`config.mk`:
```
export PLATFORM = sky130hd
export DESIGN_NAME = pkt_sync_detector
export DESIGN_NICKNAME = d
export VERILOG_FILES = /design/src/rtl/pkt_sync_pkg.sv /design/src/rtl/pss_window.sv /design/src/rtl/pss_tracker.sv /design/src/rtl/pss_emitter.sv /design/src/rtl/pkt_sync_detector.sv
export SDC_FILE = /design/constraint.sdc
export NUM_CORES = 1
export LEC_CHECK = 0
export BUFFER_PORTS_ARGS = -buffer_cell sky130_fd_sc_hd__buf_2
export CAP_MARGIN = 40
export CORE_AREA = 5 5 77 79
export DETAILED_ROUTE_END_ITERATION = 8
export DIE_AREA = 0 0 82 84
export GPL_TIMING_DRIVEN = 0
export HOLD_SLACK_MARGIN = 0.08
export SYNTH_ARGS = -nofsm -noshare
export SYNTH_HDL_FRONTEND = slang
export SYNTH_SLANG_ARGS = --single-unit
```
`constraint.sdc`:
```
create_clock -name clk -period 2.65 [get_ports clk]
set_input_delay 0.1325 -clock clk [delete_from_list [all_inputs] [get_ports clk]]
set_output_delay 0.1325 -clock clk [all_outputs]
set_load 0.005 [all_outputs]
```
`src/rtl/pkt_sync_pkg.sv`:
```
// Shared types for the packet sync detector.
// Assumes sync bytes are 8 bits wide and frames are a whole number of bytes.
package pkt_sync_pkg;

    localparam int SYNC_BITS = 8;

    typedef enum logic [1:0] {
        ST_HUNT   = 2'd0,
        ST_VERIFY = 2'd1,
        ST_LOCK   = 2'd2
    } trk_state_t;

    typedef struct packed {
        logic hit_true;
        logic hit_inv;
    } sync_hit_t;

endpackage

```
`src/rtl/pss_window.sv`:
```
// Sliding bit window: shifts in each accepted bit and compares the window
// against the sync value and its complement.
// Assumes: bit_in is meaningful only when bit_valid is high. A match is
// suppressed until SYNC_W bits have been accepted since reset.
module pss_window
    import pkt_sync_pkg::*;
#(
    parameter int SYNC_W = SYNC_BITS
) (
    input  logic              clk,
    input  logic              rst_n,
    input  logic              bit_in,
    input  logic              bit_valid,
    input  logic [SYNC_W-1:0] pattern,
    output logic [SYNC_W-1:0] win_next,
    output sync_hit_t         hit
);

    localparam int FILL_W = $clog2(SYNC_W);
    localparam logic [FILL_W-1:0] FILL_LAST = FILL_W'(SYNC_W - 1);

    logic [SYNC_W-1:0] win_q;
    logic [FILL_W-1:0] fill_q;
    logic              full;

    // Window as it stands once the current bit is included.
    assign win_next = {win_q[SYNC_W-2:0], bit_in};
    assign full     = (fill_q == FILL_LAST);

    // Compare against both polarities of the sync value.
    always_comb begin
        hit.hit_true = bit_valid && full && (win_next == pattern);
        hit.hit_inv  = bit_valid && full && (win_next == ~pattern);
    end

    // Shift register that advances only on accepted bits.
    always_ff @(posedge clk) begin
        if (!rst_n) begin
            win_q <= '0;
        end else if (bit_valid) begin
            win_q <= win_next;
        end
    end

    // Count accepted bits until the window holds real data.
    always_ff @(posedge clk) begin
        if (!rst_n) begin
            fill_q <= '0;
        end else if (bit_valid && !full) begin
            fill_q <= fill_q + 1'b1;
        end
    end


    win_hold_chk: assert property (@(posedge clk) disable iff (!rst_n)
        !bit_valid |=> $stable(win_q));

endmodule

```
`src/rtl/pss_tracker.sv`:
```
// Frame tracker: hunt / verify / lock state machine with a bit counter
// that spans one frame. It decides which accepted bits end a byte to
// emit, and which end a frame.
// Assumes: LOCK_HITS >= 2, LOSS_MISSES >= 1, and the hit inputs are
// already qualified by bit_valid.
module pss_tracker
    import pkt_sync_pkg::*;
#(
    parameter int FRAME_LEN   = 204,
    parameter int LOCK_HITS   = 3,
    parameter int LOSS_MISSES = 4
) (
    input  logic       clk,
    input  logic       rst_n,
    input  logic       bit_valid,
    input  sync_hit_t  hit,
    output trk_state_t state,
    output logic       emit,
    output logic       sof_ev,
    output logic       inv_ev
);

    localparam int FRAME_BITS = FRAME_LEN * SYNC_BITS;
    localparam int CNT_W      = $clog2(FRAME_BITS);
    localparam int HIT_W      = $clog2(LOCK_HITS + 1);
    localparam int MISS_W     = $clog2(LOSS_MISSES + 1);
    localparam int LANE_W     = $clog2(SYNC_BITS);
    localparam logic [CNT_W-1:0]  CNT_LAST  = CNT_W'(FRAME_BITS - 1);
    localparam logic [HIT_W-1:0]  HIT_LAST  = HIT_W'(LOCK_HITS - 1);
    localparam logic [MISS_W-1:0] MISS_LAST = MISS_W'(LOSS_MISSES - 1);

    trk_state_t        state_q, state_d;
    logic [CNT_W-1:0]  cnt_q, cnt_d;
    logic [HIT_W-1:0]  hits_q, hits_d;
    logic [MISS_W-1:0] miss_q, miss_d;
    logic              any_hit, frame_end, byte_end, lock_now;

    // Boundary decode from the bit counter.
    assign any_hit   = hit.hit_true | hit.hit_inv;
    assign frame_end = bit_valid && (cnt_q == CNT_LAST);
    assign byte_end  = bit_valid && (&cnt_q[LANE_W-1:0]);
    assign lock_now  = (state_q == ST_VERIFY) && frame_end && any_hit
                       && (hits_q == HIT_LAST);

    // Next-state and counter update for the acquisition hysteresis.
    always_comb begin
        state_d = state_q;
        cnt_d   = cnt_q;
        hits_d  = hits_q;
        miss_d  = miss_q;
        unique case (state_q)
            ST_HUNT: begin
                cnt_d = '0;
                if (any_hit) begin
                    state_d = ST_VERIFY;
                    hits_d  = HIT_W'(1);
                end
            end
            ST_VERIFY: begin
                if (frame_end) begin
                    cnt_d = '0;
                    if (!any_hit) begin
                        state_d = ST_HUNT;
                    end else if (lock_now) begin
                        state_d = ST_LOCK;
                        miss_d  = '0;
                    end else begin
                        hits_d = hits_q + 1'b1;
                    end
                end else if (bit_valid) begin
                    cnt_d = cnt_q + 1'b1;
                end
            end
            ST_LOCK: begin
                if (frame_end) begin
                    cnt_d = '0;
                    if (any_hit) begin
                        miss_d = '0;
                    end else if (miss_q == MISS_LAST) begin
                        state_d = ST_HUNT;
                        miss_d  = '0;
                    end else begin
                        miss_d = miss_q + 1'b1;
                    end
                end else if (bit_valid) begin
                    cnt_d = cnt_q + 1'b1;
                end
            end
            default: state_d = ST_HUNT;
        endcase
    end

    // State, counter and hysteresis registers.
    always_ff @(posedge clk) begin
        if (!rst_n) begin
            state_q <= ST_HUNT;
            cnt_q   <= '0;
            hits_q  <= '0;
            miss_q  <= '0;
        end else begin
            state_q <= state_d;
            cnt_q   <= cnt_d;
            hits_q  <= hits_d;
            miss_q  <= miss_d;
        end
    end

    // Output events: bytes flow in lock and on the bit that declares lock.
    assign emit   = byte_end && ((state_q == ST_LOCK) || lock_now);
    assign sof_ev = emit && frame_end;
    assign inv_ev = sof_ev && hit.hit_inv;
    assign state  = state_q;


    hunt_to_lock_chk: assert property (@(posedge clk) disable iff (!rst_n)
        (state_q == ST_HUNT) |=> (state_q != ST_LOCK));


    lock_exit_chk: assert property (@(posedge clk) disable iff (!rst_n)
        ((state_q == ST_LOCK) && !frame_end) |=> (state_q == ST_LOCK));

endmodule

```
`src/rtl/pss_emitter.sv`:
```
// Output stage: registers the aligned byte and its markers for one cycle
// per emitted byte.
// Assumes: emit, sof_ev and inv_ev arrive in the cycle the last bit of a
// byte is accepted. locked has the same register timing as these outputs.
module pss_emitter
    import pkt_sync_pkg::*;
#(
    parameter int FRAME_LEN = 204
) (
    input  logic                 clk,
    input  logic                 rst_n,
    input  logic                 emit,
    input  logic                 sof_ev,
    input  logic                 inv_ev,
    input  logic                 locked,
    input  logic [SYNC_BITS-1:0] win_next,
    output logic [SYNC_BITS-1:0] byte_out,
    output logic                 byte_valid,
    output logic                 sof,
    output logic                 inv_sync
);

    localparam int BC_W = $clog2(FRAME_LEN + 1);

    // Strobe and marker registers.
    always_ff @(posedge clk) begin
        if (!rst_n) begin
            byte_valid <= 1'b0;
            sof        <= 1'b0;
            inv_sync   <= 1'b0;
        end else begin
            byte_valid <= emit;
            sof        <= sof_ev;
            inv_sync   <= inv_ev;
        end
    end

    // Data register, loaded only when a byte is emitted.
    always_ff @(posedge clk) begin
        if (!rst_n) begin
            byte_out <= '0;
        end else if (emit) begin
            byte_out <= win_next;
        end
    end

    // Checker state: bytes seen since the last frame start while locked.
    logic [BC_W-1:0] bcnt_q;
    logic            seen_q;

    // Counts emitted bytes between frame starts for the spacing check.
    always_ff @(posedge clk) begin
        if (!rst_n) begin
            bcnt_q <= '0;
            seen_q <= 1'b0;
        end else if (!locked && !byte_valid) begin
            seen_q <= 1'b0;
        end else if (byte_valid && sof) begin
            seen_q <= 1'b1;
            bcnt_q <= BC_W'(1);
        end else if (byte_valid) begin
            bcnt_q <= bcnt_q + 1'b1;
        end
    end


    sof_needs_valid_chk: assert property (@(posedge clk) disable iff (!rst_n)
        sof |-> byte_valid);


    inv_needs_sof_chk: assert property (@(posedge clk) disable iff (!rst_n)
        inv_sync |-> sof);


    sof_spacing_chk: assert property (@(posedge clk) disable iff (!rst_n)
        (byte_valid && sof && seen_q) |-> (bcnt_q == BC_W'(FRAME_LEN)));


    sof_due_chk: assert property (@(posedge clk) disable iff (!rst_n)
        (byte_valid && seen_q && (bcnt_q == BC_W'(FRAME_LEN))) |-> sof);

endmodule

```
`src/rtl/pkt_sync_detector.sv`:
```
// Top of the packet sync detector: serial bits in, aligned bytes with
// frame markers out.
// Assumes: one bit per cycle at most, and a sync value that differs from
// its complement (always true for 8 bits).
module pkt_sync_detector
    import pkt_sync_pkg::*;
#(
    parameter int FRAME_LEN   = 204,
    parameter int LOCK_HITS   = 3,
    parameter int LOSS_MISSES = 4
) (
    input  logic                 clk,
    input  logic                 rst_n,
    input  logic                 bit_in,
    input  logic                 bit_valid,
    input  logic [SYNC_BITS-1:0] sync_pattern,
    output logic [SYNC_BITS-1:0] byte_out,
    output logic                 byte_valid,
    output logic                 sof,
    output logic                 inv_sync,
    output logic                 locked
);

    logic [SYNC_BITS-1:0] win_next;
    sync_hit_t            hit;
    trk_state_t           state;
    logic                 emit, sof_ev, inv_ev;

    pss_window #(
        .SYNC_W (SYNC_BITS)
    ) u_window (
        .clk       (clk),
        .rst_n     (rst_n),
        .bit_in    (bit_in),
        .bit_valid (bit_valid),
        .pattern   (sync_pattern),
        .win_next  (win_next),
        .hit       (hit)
    );

    pss_tracker #(
        .FRAME_LEN   (FRAME_LEN),
        .LOCK_HITS   (LOCK_HITS),
        .LOSS_MISSES (LOSS_MISSES)
    ) u_tracker (
        .clk       (clk),
        .rst_n     (rst_n),
        .bit_valid (bit_valid),
        .hit       (hit),
        .state     (state),
        .emit      (emit),
        .sof_ev    (sof_ev),
        .inv_ev    (inv_ev)
    );

    // Lock flag comes straight from the tracker state register.
    assign locked = (state == ST_LOCK);

    pss_emitter #(
        .FRAME_LEN (FRAME_LEN)
    ) u_emitter (
        .clk        (clk),
        .rst_n      (rst_n),
        .emit       (emit),
        .sof_ev     (sof_ev),
        .inv_ev     (inv_ev),
        .locked     (locked),
        .win_next   (win_next),
        .byte_out   (byte_out),
        .byte_valid (byte_valid),
        .sof        (sof),
        .inv_sync   (inv_sync)
    );


    valid_follows_input_chk: assert property (@(posedge clk) disable iff (!rst_n)
        byte_valid |-> $past(bit_valid));


    lock_rise_chk: assert property (@(posedge clk) disable iff (!rst_n)
        $rose(locked) |-> (sof && byte_valid));


    lock_fall_chk: assert property (@(posedge clk) disable iff (!rst_n)
        $fell(locked) |-> (sof && !inv_sync));


    valid_only_locked_chk: assert property (@(posedge clk) disable iff (!rst_n)
        byte_valid |-> (locked || $past(locked)));

endmodule

```
### After elaboration in Yosys (flattened, before gate mapping)

Cells that the tools add are included.

| storage, ports and cells | value |
|---|---|
| register bits after elaboration | 39 |
| logic and storage cells | 80 |
| output and inout bits | 12 |
| input bits | 12 |

| operators by class | value |
|---|---|
| reductions and logical operators | 24 |
| muxes and demuxes | 22 |
| eq/ne operators | 18 |
| add/sub/neg operators | 4 |
| bitwise logic cells | 2 |

Operators by type and width:

| cell | number |
|---|---|
| 11-bit 2-to-1 mux | 2 |
| 11-bit one-hot mux with 2 select lines | 1 |
| 2-bit 2-to-1 mux | 10 |
| 3-bit 2-to-1 mux | 6 |
| 8-bit == test | 2 |
| 1-bit logical AND | 12 |
| 2-bit by 1-bit inequality test with 1-bit output, second input constant | 6 |
| 11-bit by 1-bit adder with 11-bit output, second input constant | 1 |
| 11-bit == test, second input constant | 1 |
| 5-bit AND reduction | 2 |
| 8-bit NOT | 1 |
| 3-bit by 1-bit adder with 3-bit output, second input constant | 2 |
| 2-bit one-hot mux with 3 select lines | 1 |
| 3-bit one-hot mux with 2 select lines | 1 |
| 6-bit AND reduction | 1 |
| 2-bit nonzero test | 3 |
| 2-bit == test, second input constant | 2 |
| 2-bit inequality test, second input constant | 2 |
| 2-bit one-hot mux with 2 select lines | 1 |
| 3-bit by 2-bit == test with 1-bit output, second input constant | 1 |
| 3-bit == test, second input constant | 1 |
| 3-bit by 1-bit inequality test with 1-bit output, second input constant | 1 |
| 3-bit inequality test, second input constant | 1 |
| 3-bit AND reduction | 1 |
| 8 further kinds | 8 |

### Depth between registers and ports, before layout

| logic depth | value |
|---|---|
| depth in word-level cells | 10 |
| depth in mapped cells | 9 |
| gate-level depth less buffers | 7 |

### Cells and area by module

Synthesis repeated with hierarchy kept, for this count alone.

| unflattened totals | value |
|---|---|
| cells, all modules | 223 |
| area, all modules | 2072.0 um2 |

By module, submodules not included:

| module | sequential area each (um2) | cells each | instances | area an instance (um2) |
|---|---|---|---|---|
| pss_tracker | 360.3 | 138 | 1 | 1144.8 |
| pss_window | 200.2 | 52 | 1 | 528.0 |
| pss_emitter | 220.2 | 32 | 1 | 385.4 |
| pkt_sync_detector | 0.0 | 1 | 1 | 13.8 |

### Worst setup path after synthesis

Ideal clock, no wire load.

| timing path | value |
|---|---|
| kind | reg-to-reg |
| from | register u_tracker.state_q[0], in the netlist u_tracker.state[0] |
| to | register u_tracker.cnt_q[8] |
| setup time | 0.070 ns |
| required time | 2.580 ns |
| buffers on the path | 0 |
| path slack | 0.630 ns |
| stages on the path, launching flop included | 7 |
| arrival time | 1.950 ns |
| path through | dfxtp_1 -> inv_1 -> ha_1 -> nor2b_1 -> nand4bb_1 -> or4b_2 -> a21oi_1 |

| between the ends | value |
|---|---|
| word-level cells in the longest chain between the ends | 4 |
| elaborated cells between the ends (all ways) | 8 |

RTL lines:

| element | RTL line | RTL |
|---|---|---|
| start, declared | pss_tracker.sv:32 | `trk_state_t state_q, state_d;` |
| start signal, assigned | pss_tracker.sv:101 | `state_q <= state_d;` |
| 2-bit == test / 2-bit by 1-bit == test with 1-bit output (equally long branches) | pss_tracker.sv:51 | `unique case (state_q)` |
| 2-bit OR reduction (no source line) | n/a |  |
| 3-bit by 1-bit inequality test with 1-bit output (no source line) / 2-bit nonzero test (equally long branches) | n/a |  |
| 2-bit AND reduction (no source line) | n/a |  |
| end signal, assigned | pss_tracker.sv:102 | `cnt_q <= cnt_d;` |
| end, declared | pss_tracker.sv:33 | `logic [CNT_W-1:0] cnt_q, cnt_d;` |

Several ways; a longest one is shown, not always the timed one.
A chain may end at the register's enable or synchronous reset.

### Worst setup path after layout

| timing path | value |
|---|---|
| from | register u_tracker.state_q[0], in the netlist u_tracker.state[0] |
| to | register u_tracker.cnt_q[9] |

Same word-level chain as after synthesis.

==> key figures <==
Timing
  • Final hold slack: roughly 0.15 ns
  • Fin crit period: ~2.4 ns
  • Max Clock Freq: between 0.4 and 0.5 GHz
  • Crit share post-route: 0.892
  • Max-slew violation count: 0
  • Slew HR: 0.564
  • Final setup skew: 0.0103 ns
  • Worst-Margin Slew: 0.645 ns
  • RSZ-0062 raised after global routing: false
  • Final Hold Fails: 0
  • Final setup viols: 0
  • Post-route setup TNS: 0 ns

Worst setup path
  • Reg2reg start: u_tracker.state[0]
  • Buf/Inv on CP: 1
  • Max Fanout on Critical Path: 7
  • R2r worst-path depth: 7
  • R2R Setup Slk: between 0.2 and 0.3 ns
  • RR Endpoint: u_tracker.cnt_q[9]
  • Stages on the worst setup path: 7
  • WP data required: around 2.8 ns
  • Critical Path AT: 2.55 ns
  • Worst-path cell chain: inv_1 > ha_1 > nor2b_1 > nor4b_1 > and3_1 > a31o_2 > a21oi_1
  • CP top delay family: simple AND/OR/NAND/NOR gates
  • Startpoint Class: flip-flop
  • Largest stage delay, worst path: ~0.60 ns
  • Critical Path Sink Type: flip-flop
  • Slowest-stage cell, CP: nor4b_1
  • Crit path kind: flip-flop to flip-flop

Logic synthesis
  • Share of the synthesized area in the top cell type: 0.346
  • Yosys top cell by area: dfxtp_1
  • Post-synth EDFFs: 0
  • Yosys reg bits: 39
  • Main synth FF type: dfxtp_1
  • FFs w/ async S/R, synth: 0
  • Sequential share of the synthesized area: 0.346
  • Ys Warns: 0
  • Ranking of synthesized cells by area: dfxtp_1 35%, nand3_1 6.0%, ha_1 5.5%, xnor2_1 5.0%, nor2_1 4.7%
  • Cells after synthesis: about 270
  • Library cells used by synthesis: 49
  • Post-Syn Area per Cell: about 8.4 sq um
  • Synthesized area: between 0.002 and 0.0025 sq mm
  • Post-Syn Nets: 290

Drt
  • First-pass detailed-route iteration total: 4
  • Vias/cell: ~5.6
  • Routed wire per std cell: 14.5 um
  • Initial DRC count: around 110
  • Final WL: approximately 5400 um
  • DR vias: 2065
  • Post-detailed-route count of antenna-violating nets: 0
  • Post-route DRC violation count: 0

Cells and area
  • Antenna cells: 0
  • Most frequent cells in the layout: 39 x dfxtp_1, 28 x nor2_1, 27 x nand3_1
  • Layout cells sized above 1: 0.130
  • # nets final: between 300 and 400
  • Synthesis-to-layout area growth: 13.0%
  • Most common cell after layout, fill and taps aside: dfxtp_1

Pwr
  • Maximum vdd drop: a little over 0.2 mV
  • Leak Pwr: between 0.9 and 1 nW
  • Power per cell area: 418 mW/mm^2
  • Clock share of power: 0.384
  • Sw power: approximately 0.00027 W
  • Sw frac: 0.252
  • Comb pwr share: 0.059
  • Reg power frac: 0.557
  • Internal power: approximately 0.0008 W

Clock tree
  • # H-tree levels: 2
  • CTS Buf Count: 5
  • # hold bufs at CTS: 0
  • Clock tree from TritonCTS: yes
  • Clock slew at reported path FFs: 0.08 ns
  • CTS Buffer Depth: 2
  • Sink Count: 39
  • Post-cts sizing count: 0
  • Insertion delay to the later sink of the worst-skew pair: 0.30 ns
  • CTS Root Buffer Type: clkbuf_8
  • Setup Fix Bufs, Post-CTS: 0

Hold path
  • Endpoint, Worst Hold: u_window.win_q[0]
  • Hold path depth: 3
  • Hold Crit Class: input port to flip-flop
  • Hold_sp: bit_in

GRT
  • Global Route Usage Sum: 0.164
  • Largest net degree at the start of global routing: 14
  • Antenna violations before repair: 0
  • GRT Max-Usage Layer: met2
  • Routing usage on met3: 0.0378
  • Met2 Use GR: 0.263
  • Total congestion overflow: 0
  • Vias in the first global route: 1946
  • First-pass GRT wire length: 9090 um
  • M1 GR Usage: 0.223

Die
  • Die W: between 80 and 90 um
  • Row count: 27
  • Die extent in y: roughly 84 um
  • Initial Utilization: 0.428
  • Die ar.: ~0.007 sq mm
  • I/O Pins: 24
  • Core footprint: between 0.005 and 0.006 sq mm

Place
  • Port-buffer cells: 23
  • Final GP Congestion: 0.789
  • HPWL after detailed placement: between 3000 and 4000 um

Run status
  • Status: finished clean

Run
  • Max cap viols: 0
-- metrics by stage --
step | cell area (sq um) | utilization | setup WS (ns) | std cells | power, W
floorplan | 2260 | - | 0.630 | 268 | 0.000649
global placement | 2460 | 0.467 | 0.286 | 363 | 0.000670
detailed placement | 2460 | 0.467 | 0.287 | 363 | 0.000671
CTS | 2550 | 0.484 | 0.275 | 371 | 0.00108
global route | 2550 | 0.484 | 0.125 | 371 | 0.00111
finish | 2550 | 0.484 | 0.285 | 371 | 0.00107
-- tightest hold or removal path: stages --
cell and delay, ns:
buf_2 0.13, mux2i_1 0.08, nor2_1 0.07
-- flip-flops by register name (all words and copies together) (netlist names) --
signal	flops
u_emitter.inv_sync	1
u_tracker.hits_q	2
u_tracker.miss_q	3
u_window.win_q	7
u_emitter.byte_out	8
u_tracker.cnt_q	11
u_emitter.byte_valid	1
u_emitter.sof	1
u_window.fill_q	3
u_tracker.state	2
-- layout make-up --
cell class                 count  area [sq um]
sequential                    39           781
tap                           72          90.1
multi-input combinational    208          1400
clock inverter                 3          20.0
timing repair buffer          23           115
clock buffer                   5          68.8
fill                         558          2720
inverter                       8          30.0
buffer                        13          51.3
-- cells in the mapped netlist, drive strengths merged (5+ instances only) --
| cell | count |
|---|---|
| a211o | 8 |
| a21oi | 5 |
| a31oi | 8 |
| and3 | 12 |
| clkbuf | 10 |
| dfxtp | 39 |
| ha | 10 |
| inv | 8 |
| mux2i | 9 |
| nand2 | 18 |
| nand3 | 27 |
| nand4 | 8 |
| nand4b | 5 |
| nor2 | 28 |
| nor3 | 5 |
| o21ai | 5 |
| xnor2 | 13 |
-- power groups by stage --
stage / registers [W] / logic (W) / clock network, W
after CTS: 0.000595 / 0.0000625 / 0.000423
after global placement: 0.000609 / 0.0000609 / 0
after detailed placement: 0.000609 / 0.0000622 / 0
after floorplan: 0.000608 / 0.0000408 / 0
final: 0.000595 / 0.0000625 / 0.000410
after global routing: 0.000596 / 0.0000678 / 0.000449
-- cell families (layout without fill, tap and decap cells) --
kind of cell / after synthesis / in the layout / share of synthesized area
and+or+nand+nor: 125 / 125 / 0.304
AOI/OAI and AO/OA: 48 / 48 / 0.157
DFF: 39 / 39 / 0.346
buffers and inverters: 21 / 52 / 0.0360
xor gates and xnor gates: 16 / 16 / 0.0621
adders and majority gates: 10 / 10 / 0.0554
muxes: 9 / 9 / 0.0399
-- worst max-delay path by stage --
stage / from / end / slack, ns
finish: u_tracker.state[0] / u_tracker.cnt_q[9] / 0.29
global route: u_tracker.state[0] / u_tracker.cnt_q[9] / 0.13
CTS: u_tracker.state[0] / u_tracker.cnt_q[9] / 0.27
detailed placement: u_tracker.state[0] / u_tracker.cnt_q[9] / 0.29
global placement: u_tracker.state[0] / u_tracker.cnt_q[9] / 0.29
floorplan: u_tracker.state[0] / u_tracker.cnt_q[8] / 0.63
-- metal layers --
| layer | share of wire | vias to the layer above |
|---|---|---|
| li1 | - | 1048 |
| met1 | 0.48 | 958 |
| met2 | 0.46 | 53 |
| met3 | 0.055 | 6 |
| met4 | 0.011 | 0 |
| met5 | 0 | - |
(Power assumes the default switching activity.)
